--- config.mk ---
export PLATFORM = sky130hd
export DESIGN_NAME = xing_light_ctrl
export DESIGN_NICKNAME = d
export VERILOG_FILES = /design/src/rtl/xing_pkg.sv /design/src/rtl/xing_cycle_timer.sv /design/src/rtl/xing_green_window.sv /design/src/rtl/xing_walk_flag.sv /design/src/rtl/xing_light_ctrl.sv
export SDC_FILE = /design/constraint.sdc
export NUM_CORES = 1
export LEC_CHECK = 0
export BUFFER_PORTS_ARGS = -buffer_cell sky130_fd_sc_hd__buf_2
export CAP_MARGIN = 20
export CORE_MARGIN = 5
export CORE_UTILIZATION = 40
export DETAILED_ROUTE_END_ITERATION = 12
export PLACE_DENSITY = 0.61
export SYNTH_ARGS = -nofsm -noshare
export SYNTH_HDL_FRONTEND = slang
export SYNTH_HIERARCHICAL = 1
export SYNTH_SLANG_ARGS = --single-unit
export TNS_END_PERCENT = 1
--- constraint.sdc ---
create_clock -name clk -period 3.9 [get_ports clk]
set_input_delay 0.39 -clock clk [delete_from_list [all_inputs] [get_ports clk]]
set_output_delay 0.39 -clock clk [all_outputs]
set_load 0.005 [all_outputs]
--- src/rtl/xing_pkg.sv ---
package xing_pkg;

    typedef enum logic [2:0] {
        PH_CLR_A = 3'd0,   // all red, street A is next
        PH_GRN_A = 3'd1,
        PH_YEL_A = 3'd2,
        PH_CLR_B = 3'd3,   // all red, street B is next
        PH_GRN_B = 3'd4,
        PH_YEL_B = 3'd5,
        PH_WLK_A = 3'd6,   // walk phase, street A is next
        PH_WLK_B = 3'd7    // walk phase, street B is next
    } phase_e;

    localparam logic [2:0] LAMP_GRN = 3'b001;
    localparam logic [2:0] LAMP_YEL = 3'b010;
    localparam logic [2:0] LAMP_RED = 3'b100;

    typedef struct packed {
        phase_e     phase;
        logic [2:0] lamp_a;
        logic [2:0] lamp_b;
        logic       walk;
    } ctrl_s;

    function automatic logic [2:0] head_a(phase_e p);
        case (p)
            PH_GRN_A: head_a = LAMP_GRN;
            PH_YEL_A: head_a = LAMP_YEL;
            default:  head_a = LAMP_RED;
        endcase
    endfunction

    function automatic logic [2:0] head_b(phase_e p);
        case (p)
            PH_GRN_B: head_b = LAMP_GRN;
            PH_YEL_B: head_b = LAMP_YEL;
            default:  head_b = LAMP_RED;
        endcase
    endfunction

endpackage

--- src/rtl/xing_cycle_timer.sv ---
module xing_cycle_timer #(
    parameter int CNT_W = 5
) (
    input  logic             clk,
    input  logic             rst,
    input  logic             restart,
    output logic [CNT_W-1:0] count
);
    logic [CNT_W-1:0] count_d, count_q;

    always_comb begin
        count_d = restart ? '0 : count_q + CNT_W'(1);
    end

    always_ff @(posedge clk) begin
        if (rst) count_q <= '0;
        else     count_q <= count_d;
    end

    assign count = count_q;
endmodule

--- src/rtl/xing_green_window.sv ---
module xing_green_window #(
    parameter int CNT_W      = 5,
    parameter int GREEN_MIN  = 8,
    parameter int EXT_CYCLES = 4,
    parameter int GREEN_MAX  = 20
) (
    input  logic             clk,
    input  logic             rst,
    input  logic             load,
    input  logic             grow,
    output logic [CNT_W-1:0] limit
);
    localparam logic [CNT_W:0]   MAX_W = (CNT_W+1)'(GREEN_MAX);
    localparam logic [CNT_W:0]   EXT_W = (CNT_W+1)'(EXT_CYCLES);
    localparam logic [CNT_W-1:0] MIN_N = CNT_W'(GREEN_MIN);

    logic [CNT_W-1:0] limit_d, limit_q;
    logic [CNT_W:0]   sum;

    always_comb begin
        sum = {1'b0, limit_q} + EXT_W;
        if (load)      limit_d = MIN_N;
        else if (grow) limit_d = (sum > MAX_W) ? MAX_W[CNT_W-1:0] : sum[CNT_W-1:0];
        else           limit_d = limit_q;
    end

    always_ff @(posedge clk) begin
        if (rst) limit_q <= MIN_N;
        else     limit_q <= limit_d;
    end

    assign limit = limit_q;
endmodule

--- src/rtl/xing_walk_flag.sv ---
module xing_walk_flag (
    input  logic clk,
    input  logic rst,
    input  logic req,
    input  logic consume,
    output logic pending
);
    logic pend_d, pend_q;

    always_comb begin
        pend_d = (pend_q | req) & ~consume;
    end

    always_ff @(posedge clk) begin
        if (rst) pend_q <= 1'b0;
        else     pend_q <= pend_d;
    end

    assign pending = pend_q;
endmodule

--- src/rtl/xing_light_ctrl.sv ---
module xing_light_ctrl
    import xing_pkg::*;
#(
    parameter int GREEN_MIN      = 8,
    parameter int EXT_CYCLES     = 4,
    parameter int GREEN_MAX      = 20,
    parameter int YELLOW_CYCLES  = 3,
    parameter int ALL_RED_CYCLES = 2,
    parameter int WALK_CYCLES    = 6
) (
    input  logic       clk,
    input  logic       rst,
    input  logic       walk_req,
    input  logic       sense_a,
    input  logic       sense_b,
    output logic [2:0] lamp_a,
    output logic [2:0] lamp_b,
    output logic       walk_lamp
);
    localparam int M1    = (GREEN_MAX > YELLOW_CYCLES) ? GREEN_MAX : YELLOW_CYCLES;
    localparam int M2    = (ALL_RED_CYCLES > WALK_CYCLES) ? ALL_RED_CYCLES : WALK_CYCLES;
    localparam int MAXD  = (M1 > M2) ? M1 : M2;
    localparam int CNT_W = $clog2(MAXD + 1);

    localparam logic [CNT_W-1:0] YEL_LAST = CNT_W'(YELLOW_CYCLES - 1);
    localparam logic [CNT_W-1:0] CLR_LAST = CNT_W'(ALL_RED_CYCLES - 1);
    localparam logic [CNT_W-1:0] WLK_LAST = CNT_W'(WALK_CYCLES - 1);
    localparam logic [CNT_W-1:0] MAX_N    = CNT_W'(GREEN_MAX);

    ctrl_s            ctrl_d, ctrl_q;
    logic [CNT_W-1:0] cnt;
    logic [CNT_W-1:0] lim;
    logic             walk_pending;
    logic             grow, restart, load, consume;
    logic             green_end;

    xing_cycle_timer #(.CNT_W(CNT_W)) u_timer (
        .clk(clk), .rst(rst), .restart(restart), .count(cnt)
    );

    xing_green_window #(
        .CNT_W(CNT_W), .GREEN_MIN(GREEN_MIN),
        .EXT_CYCLES(EXT_CYCLES), .GREEN_MAX(GREEN_MAX)
    ) u_window (
        .clk(clk), .rst(rst), .load(load), .grow(grow), .limit(lim)
    );

    xing_walk_flag u_flag (
        .clk(clk), .rst(rst), .req(walk_req), .consume(consume), .pending(walk_pending)
    );

    always_comb begin
        ctrl_d       = ctrl_q;
        grow         = 1'b0;
        green_end    = (cnt == lim - CNT_W'(1));
        case (ctrl_q.phase)
            PH_CLR_A: if (cnt == CLR_LAST) ctrl_d.phase = walk_pending ? PH_WLK_A : PH_GRN_A;
            PH_CLR_B: if (cnt == CLR_LAST) ctrl_d.phase = walk_pending ? PH_WLK_B : PH_GRN_B;
            PH_WLK_A: if (cnt == WLK_LAST) ctrl_d.phase = PH_GRN_A;
            PH_WLK_B: if (cnt == WLK_LAST) ctrl_d.phase = PH_GRN_B;
            PH_GRN_A: if (green_end) begin
                if (sense_a && lim < MAX_N) grow = 1'b1;
                else                        ctrl_d.phase = PH_YEL_A;
            end
            PH_GRN_B: if (green_end) begin
                if (sense_b && lim < MAX_N) grow = 1'b1;
                else                        ctrl_d.phase = PH_YEL_B;
            end
            PH_YEL_A: if (cnt == YEL_LAST) ctrl_d.phase = PH_CLR_B;
            PH_YEL_B: if (cnt == YEL_LAST) ctrl_d.phase = PH_CLR_A;
            default:  ctrl_d.phase = PH_CLR_A;
        endcase
        restart       = (ctrl_d.phase != ctrl_q.phase);
        load          = restart && (ctrl_d.phase == PH_GRN_A || ctrl_d.phase == PH_GRN_B);
        consume       = restart && (ctrl_d.phase == PH_WLK_A || ctrl_d.phase == PH_WLK_B);
        ctrl_d.lamp_a = head_a(ctrl_d.phase);
        ctrl_d.lamp_b = head_b(ctrl_d.phase);
        ctrl_d.walk   = (ctrl_d.phase == PH_WLK_A || ctrl_d.phase == PH_WLK_B);
    end

    always_ff @(posedge clk) begin
        if (rst) begin
            ctrl_q.phase  <= PH_CLR_A;
            ctrl_q.lamp_a <= LAMP_RED;
            ctrl_q.lamp_b <= LAMP_RED;
            ctrl_q.walk   <= 1'b0;
        end else begin
            ctrl_q <= ctrl_d;
        end
    end

    assign lamp_a    = ctrl_q.lamp_a;
    assign lamp_b    = ctrl_q.lamp_b;
    assign walk_lamp = ctrl_q.walk;
endmodule

==> results of run 1 <==
-- synthesized netlist by cell type (2+ instances only) --
| master | instances |
|---|---|
| sky130_fd_sc_hd__a31oi_1 | 3 |
| sky130_fd_sc_hd__buf_4 | 8 |
| sky130_fd_sc_hd__nor3_1 | 10 |
| sky130_fd_sc_hd__xnor2_1 | 5 |
| sky130_fd_sc_hd__nand2_1 | 8 |
| sky130_fd_sc_hd__o21ai_1 | 2 |
| sky130_fd_sc_hd__and2_1 | 4 |
| sky130_fd_sc_hd__nand3b_1 | 5 |
| sky130_fd_sc_hd__xor2_1 | 2 |
| sky130_fd_sc_hd__a211oi_1 | 4 |
| sky130_fd_sc_hd__dfxtp_1 | 19 |
| sky130_fd_sc_hd__a21o_1 | 3 |
| sky130_fd_sc_hd__a21oi_1 | 9 |
| sky130_fd_sc_hd__nand4_1 | 2 |
| sky130_fd_sc_hd__a211o_1 | 2 |
| sky130_fd_sc_hd__nor3b_1 | 4 |
| sky130_fd_sc_hd__nand3_1 | 3 |
| sky130_fd_sc_hd__nor2b_1 | 5 |
| sky130_fd_sc_hd__ha_1 | 4 |
| sky130_fd_sc_hd__o21ai_0 | 6 |
| sky130_fd_sc_hd__clkbuf_1 | 3 |
| sky130_fd_sc_hd__inv_1 | 6 |
| sky130_fd_sc_hd__a21boi_1 | 2 |
| sky130_fd_sc_hd__nor2_1 | 10 |
| sky130_fd_sc_hd__buf_2 | 2 |
-- flip-flops by register name, summed over array words and instances, names as in the netlist --
register and count:
u_timer/count 5, ctrl_q 3, lamp_a 3, lamp_b 3, u_window/limit 3, u_flag/pending 1, walk_lamp 1
-- power by group through the flow --
stage                     logic [mW]  registers (mW)  clock network, mW
after floorplan                0.489           0.287                  0
after global placement         0.520           0.346                  0
after detailed placement       0.535           0.347                  0
after CTS                      0.537           0.342             0.0986
after global routing           0.606           0.360              0.107
final                          0.537           0.344             0.0957
-- tightest hold or removal path, cell delays in order --
cell,delay (ps)
sky130_fd_sc_hd__buf_2,80
sky130_fd_sc_hd__nor2_1,40
sky130_fd_sc_hd__nor3_2,80
-- worst paths after layout --
check / from / to / slack [ps] / cells past startpoint
min reg2reg: u_flag/pending / u_flag/pending / 580 / 2
max: u_timer/count[2] / u_window/limit[2] / 1200 / 9
min: walk_req / u_flag/pending / 330 / 3
max reg2reg: u_timer/count[2] / u_window/limit[2] / 1200 / 9
-- area by class of cell --
| type | instances | share of cell area, % |
|---|---|---|
| sequential | 19 | 28.3 |
| timing repair buffer | 11 | 4.09 |
| clock buffer | 3 | 1.67 |
| tap | 44 | 4.09 |
| inverter | 6 | 1.67 |
| clock inverter | 1 | 0.372 |
| multi-input combinational | 117 | 59.9 |
-- kinds of logic (layout without fill, tap and decap cells) --
group                      Yosys count  after routing  share of synthesized area (%)
adders and majority gates            4              4                           3.89
other                                1              2                          0.292
buffers and inverters               19             21                           8.07
muxes                                3              3                           2.82
DFF                                 19             19                           29.6
and+or+nand+nor                     59             59                           27.7
AOI/OAI and AO/OA                   42             42                           22.9
xor gates and xnor gates             7              7                           4.77
-- per-layer routing --
| layer | GRT usage (%) | vias up |
|---|---|---|
| met1 | 18.1 | 500 |
| met2 | 22.5 | 31 |
| met4 | 3.55 | 0 |
| met3 | 3.37 | 4 |
| met5 | 0 | - |
| li1 | - | 558 |
-- through the flow --
| step | instance area, um^2 | total power [mW] |
|---|---|---|
| after global placement | 1320 | 0.867 |
| final | 1350 | 0.977 |
| after CTS | 1350 | 0.977 |
| after global routing | 1350 | 1.07 |
| after detailed placement | 1320 | 0.882 |
| after floorplan | 1290 | 0.776 |
==> results by stage, run 1 <==
Yosys:
- The number of storage elements in the synthesis netlist is 19.
- The share of Yosys cell area claimed by the top area cell type is ~30%.
- The number of distinct library cell variants in the gate-level netlist after synthesis is between 40 and 50.
- Sorting the synthesized cells by area gives the leading types as sky130_fd_sc_hd__dfxtp_1 30%, sky130_fd_sc_hd__buf_4 4.7%, sky130_fd_sc_hd__ha_1 3.9%, sky130_fd_sc_hd__nor3_1 3.9%, sky130_fd_sc_hd__a21oi_1 3.5%.
- Sequential cells were found to cover 29.6% of the synthesized design area.
- The mean area per synthesized cell is ~8.4 um^2.
- The fraction of synthesis flops using an asynchronous set or reset pin is 0%.
- The number of flops mapped to enable cells by yosys is 0.
- The area of the mapped netlist is approximately 1300 um^2.
- The post-synthesis instance total is roughly 150.
- The synthesis warning total is 6.
- The most used flip-flop cell after synthesis is sky130_fd_sc_hd__dfxtp_1.
- The largest total area in the synthesized netlist belongs to sky130_fd_sc_hd__dfxtp_1.

Power:
- The logic gate share of total power is 54.9%.
- The worst-case IR drop observed on VDD is approximately 0.00031 V.
- In this run the static leakage power is approximately 0.53 nW.
- The net load switching power is between 0.4 and 0.5 mW.
- The total power density per cell area is slightly above 700 nW/um^2.
- The share of power burned in registers is roughly a third.
- The internal power is 0.522 mW.
- The share of total power dissipated in the clock network is 9.8%.
- The switching portion of total power is a little under half.

Timing:
- Setup violations remaining at the end of the flow were counted as 0.
- The ratio of final minimum period to clock period is around 69%.
- The worst-margin pin slew is ~620 ps.
- The worst relative slew slack is 58.2%.
- The minimum period implied by the final worst setup slack is roughly 2700 ps.
- The setup TNS is 0 ps.
- The clock arrives with between 8 and 9 ps of skew.
- The maximum operating frequency is between 300 and 400 MHz.
- The worst path meets setup with around 1200 ps of slack.
- The number of hold-slack violations in the final timing report came to 0.
- Setup repair after global routing left no endpoint under its margin.
- The minimum hold slack is 325 ps.
- The final max-slew violation count is 0.

Global routing:
- The number of global-route vias before repair is 1,075.
- The initial antenna violation count is 0.
- For this run the aggregate overflow at the end of global routing stands at 0.
- Across every metal layer, demand over resource in global routing totals 13.8%.
- The maximum number of pins on one net before global-route repair is 19.
- The first-pass GRT wire length is approximately 4800 um.

Detailed routing:
- The highest metal layer with signal wires is met4.
- In this run the remaining antenna-violating nets after routing total 0.
- The first routing iteration left 110 violations.
- The pre-antenna-repair detailed-routing pass consisted of 4 iterations.
- For this block, wires on met1 add up to 1280 um.
- After detailed routing, the total wire length is between 2000 and 3000 um.
- In the detailed route, the total length drawn on met3 is between 100 and 150 um.
- The length of routed met2 wiring is 1370 um.
- After detailed routing, the average wire length per cell comes to roughly 14 um.
- Using the TritonRoute via totals, the vias-per-cell ratio works out to about 5.4.
- In the routed design, unresolved DRC markers number 0.
- Summing over every cut layer, the via total after detailed routing is between 1,000 and 1,500.

Finish:
- The synthesis-to-finish area growth is 4.67%.
- Cells fill 43.7% of the core in the end.
- The number of standard cells in the final layout excluding fillers is around 200.
- Cells with a size suffix above 1 make up between 10 and 15% of the layout.
- In the layout the commonest cells are 19 x sky130_fd_sc_hd__dfxtp_1, 11 x sky130_fd_sc_hd__buf_2, 10 x sky130_fd_sc_hd__nor2_1, 10 x sky130_fd_sc_hd__nor3_1, 9 x sky130_fd_sc_hd__a21oi_1.
- The filler cell count is just over 300.
- Leaving out fill and tap cells, the most frequent cell in the layout is sky130_fd_sc_hd__dfxtp_1.
- The multi-input gate area in the final layout is around 810 um^2.
- The number of antenna diodes in the final layout is 0.
- The final net count is 167.
- In the final layout, flip-flops and latches occupy approximately 380 um^2.

Clock network:
- The number of buffers added for setup after CTS is 0.
- Counting the buffers created by CTS gives 3.
- The clock-pin transition on the worst setup and hold timing paths is 110 ps.
- The number of clock sinks is 19.
- The clock passes through at most 2 buffers.
- TritonCTS built the clock tree.
- Gates resized during post-CTS repair numbered 0.
- The cell sitting at the root of the clock tree is a sky130_fd_sc_hd__clkbuf_4.
- The clock latency at the later pin of the worst-skew pair is roughly 290 ps.
- CTS built an H-tree with a depth of 1.
- The number of hold buffers added after cts is 0.

Outcome:
- The flow ran to the end, and the final reports show no timing, DRC or antenna violations.

Worst setup path:
- The critical-path cell with the highest stage delay is sky130_fd_sc_hd__dfxtp_1.
- The critical path is of the reg2reg type.
- The critical path's largest stage delay is about 700 ps.
- The type of origin of the critical path is a register.
- The number of buffers and inverters on the critical path is 0.
- Among cell families on the critical path, the largest total delay comes from compound AO/OA/AOI/OAI gates.
- The critical path goes through nor4bb_1, o211ai_1, a311oi_2, a311o_1, a211oi_1, o21a_1, nor2_1, o21ai_0, a31oi_1.
- Of all nets on the critical path, the largest fanout is 16.
- The sort of element at the end of the critical path is a register.
- Data arrives at the worst endpoint at between 2000 and 3000 ps.
- Data on the critical path is required at its endpoint by 4120 ps.

Placement:
- Prior to clock tree synthesis, the placed netlist has a worst setup slack of ~1300 ps.
- The placer's final routability congestion estimate is ~0.87.
- The cell total after placement is between 150 and 200.
- The count of buffers added on input and output ports is 11.
- Detailed placement ended at an HPWL of 2090 um.

Die:
- For this design the top-level I/O count stands at 12.
- The total core area is 3080 um^2.
- The die span in y is around 67 um.
- In this run the horizontal extent of the chip is between 60 and 70 um.
- The initial standard-cell utilization of the core is 41.8%.
- Row generation in the floorplan step produced 20 rows.
- The area of the die is roughly 4400 um^2.

Hold path:
- The type of the tightest min-delay check is in2reg.

Flow run:
- The number of max-capacitance violations reported is 0.
Power figures use the tool's default switching activity.
==> inputs of run 2 (changes only) <==
- clock period: 3.9 -> 2.75 ns (I/O delays scaled with it)
==> run 2 against run 1 <==
Sequential cell count stayed put; via count is 0.46% lower; combinational power is 45% higher; maximum frequency is 8.9% higher; critical path type unchanged.
==> results by stage, run 2 (synthesized netlist as in run 1, its figures left out) <==
Global routing:
- The first-pass GRT wire length came to 4690 um (was 4790 um).
- The maximum number of pins on one net before global-route repair came to 19 (unchanged).
- The number of global-route vias before repair is 1,080 (was 1,075).
- The aggregate global routing overflow came to 0 (unchanged).
- The initial antenna violation count is 0 (unchanged).
- The all-layer global routing usage was 13.7% (was 13.8%).

Hold path:
- The instance count along the most critical hold path is 3 (unchanged).
- The endpoint of the worst hold path is u_flag/pending (unchanged).
- The type of the tightest min-delay check is in2reg (unchanged).
- The source of the worst hold timing path is walk_req (unchanged).

Timing:
- The ratio of final minimum period to clock period is 90.0% (was 69.1%).
- The number of hold-slack violations in the final timing report came to 0 (unchanged).
- The final max-slew violation count was 0 (unchanged).
- The worst-margin pin slew is 557 ps (was 624 ps).
- The worst relative slew slack is 62.7% (was 58.2%).
- The setup TNS is 0 ps (unchanged).
- The minimum hold slack is 225 ps (was 325 ps).
- The minimum period implied by the final worst setup slack is 2480 ps (was 2700 ps).
- The maximum operating frequency is 404 MHz (was 371 MHz).
- Setup repair after global routing missed its margin: false (unchanged).
- The total setup violations reported at the end of the flow was 0 (unchanged).
- The final setup skew is 0.923 ps (was 8.58 ps).
- The setup slack after layout came to 274 ps (was 1200 ps).

Finish:
- The filler cell count came to 310 (was 302).
- The number of inserted diodes is 0 (unchanged).
- The final net count was 168 (was 167).
- The synthesis-to-finish area growth is 5.25% (was 4.67%).
- The number of flip-flops in the largest register came to 5 (unchanged).
- The proportion of layout cells with a drive suffix above 1 came to 15.2% (was 14.6%).
- Highest-count cells in the layout ignoring fill and taps: 18 x sky130_fd_sc_hd__dfxtp_1, 11 x sky130_fd_sc_hd__buf_2, 10 x sky130_fd_sc_hd__nor2_1, 10 x sky130_fd_sc_hd__nor3_1, 9 x sky130_fd_sc_hd__a21oi_1 (was 19 x sky130_fd_sc_hd__dfxtp_1, 11 x sky130_fd_sc_hd__buf_2, 10 x sky130_fd_sc_hd__nor2_1, 10 x sky130_fd_sc_hd__nor3_1, 9 x sky130_fd_sc_hd__a21oi_1).
- The most frequent standard cell in the layout excluding fill and tap cells is sky130_fd_sc_hd__dfxtp_1 (unchanged).
- The final non-filler cell area was 1350 um^2 (about the same).

Clock network:
- The number of clock sinks is 19 (unchanged).
- The clock latency at the later pin of the worst-skew pair came to 290 ps (about the same).
- The number of buffers added for setup after CTS is 0 (unchanged).
- The cell at the root of the clock tree is sky130_fd_sc_hd__clkbuf_4 (unchanged).
- The clock tree from TritonCTS is built (unchanged).
- The total CTS buffers is 3 (unchanged).
- The number of hold buffers added after cts was 0 (unchanged).
- The worst-case clock buffer depth is 2 (unchanged).
- The number of H-tree branching levels is 1 (unchanged).
- The clock-pin transition on the worst setup and hold timing paths is 90 ps (was 110 ps).

Worst setup path:
- The reg-to-reg critical path endpoint is u_window/limit[2] (unchanged).
- The cell depth of the worst flop-to-flop path is 9 (unchanged).
- The largest fanout on the critical path was 16 (unchanged).
- The critical-path cell with the highest stage delay is sky130_fd_sc_hd__dfxtp_2 (was sky130_fd_sc_hd__dfxtp_1).
- The sort of element at the end of the critical path was a register (unchanged).
- The reg-to-reg critical path startpoint is u_timer/count[2] (unchanged).
- The type of origin of the critical path is a register (unchanged).
- The largest delay contributor family on the critical path is compound AO/OA/AOI/OAI gates (unchanged).
- The worst endpoint required time is 2960 ps (was 4120 ps).
- Cells along the critical path: nor4bb_1, o211ai_1, a311oi_2, a311o_1, a211oi_1, o21a_1, nor2_1, o21ai_0, a31oi_1 (unchanged).
- The critical setup path kind was reg2reg (unchanged).
- The register-to-register path setup slack is 270 ps (was 1200 ps).
- The critical path's largest stage delay is 520 ps (was 690 ps).
- The number of buffers and inverters on the critical path is 0 (unchanged).
- The data arrival time of the critical path is 2690 ps (was 2910 ps).

Placement:
- The worst slack at placement is 168 ps (was 1250 ps).
- The detailed-placement wirelength estimate came to 2070 um (was 2090 um).
- The placer's final routability congestion estimate is 0.881 (was 0.867).
- The total cell area at the placement stage is 1330 um^2 (was 1320 um^2).
- The count of input and output buffers is 11 (unchanged).

Detailed routing:
- The highest metal layer with signal wires is met4 (unchanged).
- The via count of the routed design is 1,088 (was 1,093).
- The first-pass iteration count of the detailed router is 4 (unchanged).
- The length of routed met2 wiring is 1400 um (was 1370 um).
- The post-detailed-route wirelength per cell is 13.6 um (was 13.9 um).
- The post-route antenna net violation count is 0 (unchanged).
- The routed wire length is 2740 um (was 2790 um).
- The remaining design rule violation count is 0 (unchanged).
- The detailed-route wire length on metal 1 is 1160 um (was 1280 um).
- The amount of wire on met3 after detailed routing is 137 um (was 117 um).
- The first-iteration detailed-routing DRC count came to 32 (was 110).
- The post-detailed-route via-to-cell ratio was 5.39 (was 5.44).

Outcome:
- Outcome: complete, no violations (unchanged).

Die:
- The area of the die is 4450 um^2 (unchanged).
- The initial standard-cell utilization of the core is 41.8% (unchanged).
- The count of pins on the block boundary is 12 (unchanged).
- The floorplan die width is 66.7 um (unchanged).
- The total core area is 3080 um^2 (unchanged).
- The die span in y was 66.7 um (unchanged).
- The placement row count is 20 (unchanged).

Power:
- The total power density per cell area is 1030 nW/um^2 (was 726 nW/um^2).
- The static leakage power was 0.532 nW (was 0.529 nW).
- The worst voltage drop across the vdd grid came to 0.000446 V (was 0.000313 V).

Flow run:
- The number of max-capacitance violations reported is 0 (unchanged).
==> run 2: changes by cell type in the layout (fill, tap and decap cells not counted), sizes merged <==
cell    change
clkinv      -1
clkbuf      +1
buf         +1
==> run 2: metal layers <==
metal / vias to the layer above / track usage (%)
met5: - / 0
met4: 0 / 5.84
met1: 499 / 15.7
met2: 26 / 24.0
met3: 4 / 3.20
li1: 559 / -
==> run 2: power breakdown <==
| part | internal, mW | switching (mW) |
|---|---|---|
| clock network | 0.0565 | 0.0777 |
| logic | 0.355 | 0.424 |
| registers | 0.353 | 0.133 |
==> run 2: final cells by class <==
cell class	count	area, um^2	share of cell area (%)
Multi-Input combinational cell	117	806	59.5
Clock buffer	4	26.3	1.94
Tap cell	44	55.1	4.07
Inverter	6	22.5	1.66
Timing Repair Buffer	12	62.6	4.62
Sequential cell	19	382	28.2
==> run 2: worst min-delay path: stages <==
cell                     delay (ps)
sky130_fd_sc_hd__buf_2           80
sky130_fd_sc_hd__nor2_1          40
sky130_fd_sc_hd__nor3_2          80
==> run 2: how the worst max path moves through the flow <==
stage	cells past startpoint	end	startpoint	slack, ps
detailed placement	9	u_window/limit[2]	u_timer/count[2]	170
floorplan	7	u_timer/count[4]	u_timer/count[1]	620
finish	9	u_window/limit[2]	u_timer/count[2]	270
CTS	9	u_window/limit[2]	u_timer/count[2]	130
global placement	9	u_window/limit[2]	u_timer/count[2]	320
global route	9	u_window/limit[2]	u_timer/count[2]	10
==> run 2: per-stage QoR <==
step	instances	util (%)	power [mW]
after floorplan	155	-	1.10
after global placement	198	43.1	1.25
after detailed placement	198	43.1	1.26
after CTS	202	43.9	1.40
after global routing	202	44.0	1.54
final	202	44.0	1.40
==> run 2: timing repair <==
item                       in CTS  in global routing
hold endpoints to repair        0                  0
gates resized for setup         0                  1
setup endpoints to repair       0                  5
==> inputs of run 3 (changes only) <==
- CORE_UTILIZATION: 40 -> 50
- PLACE_DENSITY: 0.61 -> 0.73
==> run 3 against run 2 <==
Worst hold slack better by 14 ps; core utilization is 11 points higher; final cell count is 5.9% lower; largest cell class unchanged; largest power group unchanged; highest routed layer unchanged.
==> results by stage, run 3 (synthesized netlist as in run 1, its figures left out) <==
Global routing:
- The global routing met1 resource utilization is 23.1% (was 15.7%).
- The maximum number of pins on one net before global-route repair is 19 (unchanged).
- The routing usage on met2 is 24.7% (was 24.0%).
- The aggregate global routing overflow is 0 (unchanged).
- The layer with the highest usage after global routing was met2 (unchanged).
- The all-layer global routing usage is 16.4% (was 13.7%).
- The number of global-route vias before repair is 1,063 (was 1,080).
- The met3 usage in global routing is 1.49% (was 3.20%).
- The initial antenna violation count came to 0 (unchanged).
- The first-pass GRT wire length is 4600 um (was 4690 um).

Worst setup path:
- The data arrival time of the critical path is 2690 ps (about the same).
- The sort of element at the end of the critical path is a register (unchanged).
- The number of buffers and inverters on the critical path is 0 (unchanged).
- The worst endpoint required time is 2990 ps (was 2960 ps).
- The largest fanout on the critical path is 8 (was 16).
- The type of origin of the critical path is a register (unchanged).
- The critical setup path kind is reg2reg (unchanged).
- The critical path's largest stage delay is 500 ps (was 520 ps).
- The critical-path cell with the highest stage delay is sky130_fd_sc_hd__dfxtp_1 (was sky130_fd_sc_hd__dfxtp_2).
- Cells along the critical path: nor3b_2, a21boi_1, o221a_1, a311o_1, a211o_1, nor3b_1, mux2_4 (was nor4bb_1, o211ai_1, a311oi_2, a311o_1, a211oi_1, o21a_1, nor2_1, o21ai_0, a31oi_1).
- The largest delay contributor family on the critical path is compound AO/OA/AOI/OAI gates (unchanged).

Power:
- The total power density per cell area is 1040 nW/um^2 (was 1030 nW/um^2).
- The worst voltage drop across the vdd grid is 0.000865 V (was 0.000446 V).
- The static leakage power is 0.545 nW (was 0.532 nW).

Detailed routing:
- The via count of the routed design came to 1,140 (was 1,088).
- The post-route antenna net violation count is 0 (unchanged).
- The post-detailed-route via-to-cell ratio is 6.00 (was 5.39).
- The post-detailed-route wirelength per cell is 14.4 um (was 13.6 um).
- The remaining design rule violation count is 0 (unchanged).
- The routed wire length was 2730 um (was 2740 um).
- The first-iteration detailed-routing DRC count is 40 (was 32).
- The first-pass iteration count of the detailed router is 4 (unchanged).

Die:
- The total core area was 2480 um^2 (was 3080 um^2).
- The area of the die is 3690 um^2 (was 4450 um^2).
- The floorplan die width came to 60.7 um (was 66.7 um).
- The placement row count is 18 (was 20).
- The die span in y was 60.7 um (was 66.7 um).
- The count of pins on the block boundary was 12 (unchanged).
- The initial standard-cell utilization of the core came to 51.9% (was 41.8%).

Clock network:
- The cell at the root of the clock tree is sky130_fd_sc_hd__clkbuf_4 (unchanged).
- The number of H-tree branching levels was 1 (unchanged).
- The total CTS buffers is 3 (unchanged).
- The number of buffers added for setup after CTS is 0 (unchanged).
- The clock latency at the later pin of the worst-skew pair is 290 ps (about the same).
- The total of cells resized after clock tree synthesis is 0 (unchanged).
- The number of hold buffers added after cts is 0 (unchanged).
- The clock-pin transition on the worst setup and hold timing paths is 100 ps (was 90 ps).
- The worst-case clock buffer depth is 2 (unchanged).
- The clock tree from TritonCTS is built (unchanged).
- The number of clock sinks is 19 (unchanged).

Timing:
- The setup slack after layout came to 304 ps (was 274 ps).
- The ratio of final minimum period to clock period is 88.9% (was 90.0%).
- The final max-slew violation count was 0 (unchanged).
- The worst relative slew slack is 62.7% (about the same).
- The total setup violations reported at the end of the flow is 0 (unchanged).
- The maximum operating frequency is 409 MHz (was 404 MHz).
- The number of hold-slack violations in the final timing report was 0 (unchanged).
- The worst-margin pin slew is 559 ps (was 557 ps).
- Setup repair after global routing missed its margin: false (unchanged).
- The minimum period implied by the final worst setup slack is 2450 ps (was 2480 ps).
- The final setup skew is 2.08 ps (was 0.923 ps).
- The setup TNS came to 0 ps (unchanged).

Outcome:
- Outcome: complete, no violations (unchanged).

Hold path:
- The type of the tightest min-delay check is in2reg (unchanged).

Finish:
- The proportion of layout cells with a drive suffix above 1 is 16.3% (was 15.2%).
- The final non-filler cell area is 1350 um^2 (about the same).
- The final net count is 170 (was 168).
- The synthesis-to-finish area growth was 5.06% (was 5.25%).
- Highest-count cells in the layout ignoring fill and taps: 19 x sky130_fd_sc_hd__dfxtp_1, 11 x sky130_fd_sc_hd__buf_2, 10 x sky130_fd_sc_hd__nor2_1, 10 x sky130_fd_sc_hd__nor3_1, 9 x sky130_fd_sc_hd__a21oi_1 (was 18 x sky130_fd_sc_hd__dfxtp_1, 11 x sky130_fd_sc_hd__buf_2, 10 x sky130_fd_sc_hd__nor2_1, 10 x sky130_fd_sc_hd__nor3_1, 9 x sky130_fd_sc_hd__a21oi_1).
- The number of flip-flops in the largest register is 5 (unchanged).
- The number of inserted diodes is 0 (unchanged).
- The most frequent standard cell in the layout excluding fill and tap cells is sky130_fd_sc_hd__dfxtp_1 (unchanged).

Placement:
- The worst slack at placement is 369 ps (was 168 ps).
- The count of input and output buffers is 11 (unchanged).
- The detailed-placement wirelength estimate is 2060 um (was 2070 um).
- The total cell area at the placement stage was 1320 um^2 (was 1330 um^2).
- The placer's final routability congestion estimate is 0.865 (was 0.881).

Flow run:
- The number of max-capacitance violations reported was 0 (unchanged).
-- run 3: cell type report --
cell class,count,area (um^2)
repair buffers,14,77.6
clock inverters,1,5.00
inverters,6,22.5
clock buffers,3,22.5
flip-flops and latches,19,380
fillers,242,1130
well taps,30,37.5
multi-input cells,117,806
-- run 3: metal layers --
layer / vias to the layer above / wire length (um)
met5: - / 0
met4: 0 / 47
met3: 7 / 84
met2: 27 / 1270
met1: 541 / 1340
li1: 565 / -
-- run 3: per-stage QoR --
step / utilization (%) / instances / total power, mW / hold slack (ps)
5_1_grt: 54.5 / 190 / 1.55 / 265
2_1_floorplan: - / 155 / 1.10 / 345
4_1_cts: 54.5 / 190 / 1.41 / 233
3_5_place_dp: 53.4 / 186 / 1.27 / 543
6_report: 54.5 / 190 / 1.41 / 239
3_3_place_gp: 53.4 / 186 / 1.25 / 536
-- run 3: final timing paths --
check / slack [ps] / depth (start not counted) / start / end
min reg2reg: 580 / 2 / u_window/limit[4] / u_window/limit[2]
min: 240 / 3 / walk_req / u_flag/pending
max reg2reg: 300 / 7 / u_timer/count[1] / u_timer/count[4]
max: 300 / 7 / u_timer/count[1] / u_timer/count[4]
-- run 3: worst reg2reg max path, cell delays in order (launching register included) --
cell,delay (ps)
sky130_fd_sc_hd__dfxtp_1,500
sky130_fd_sc_hd__nor3b_2,310
sky130_fd_sc_hd__a21boi_1,140
sky130_fd_sc_hd__o221a_1,260
sky130_fd_sc_hd__a311o_1,370
sky130_fd_sc_hd__a211o_1,420
sky130_fd_sc_hd__nor3b_1,230
sky130_fd_sc_hd__mux2_4,160
-- run 3: report_power, final --
| part | internal [mW] | leakage, nW | total [mW] | switching, mW |
|---|---|---|---|---|
| registers | 0.353 | 0.155 | 0.487 | 0.134 |
| clock network | 0.0541 | 0.0177 | 0.133 | 0.0793 |
| logic | 0.358 | 0.372 | 0.792 | 0.433 |
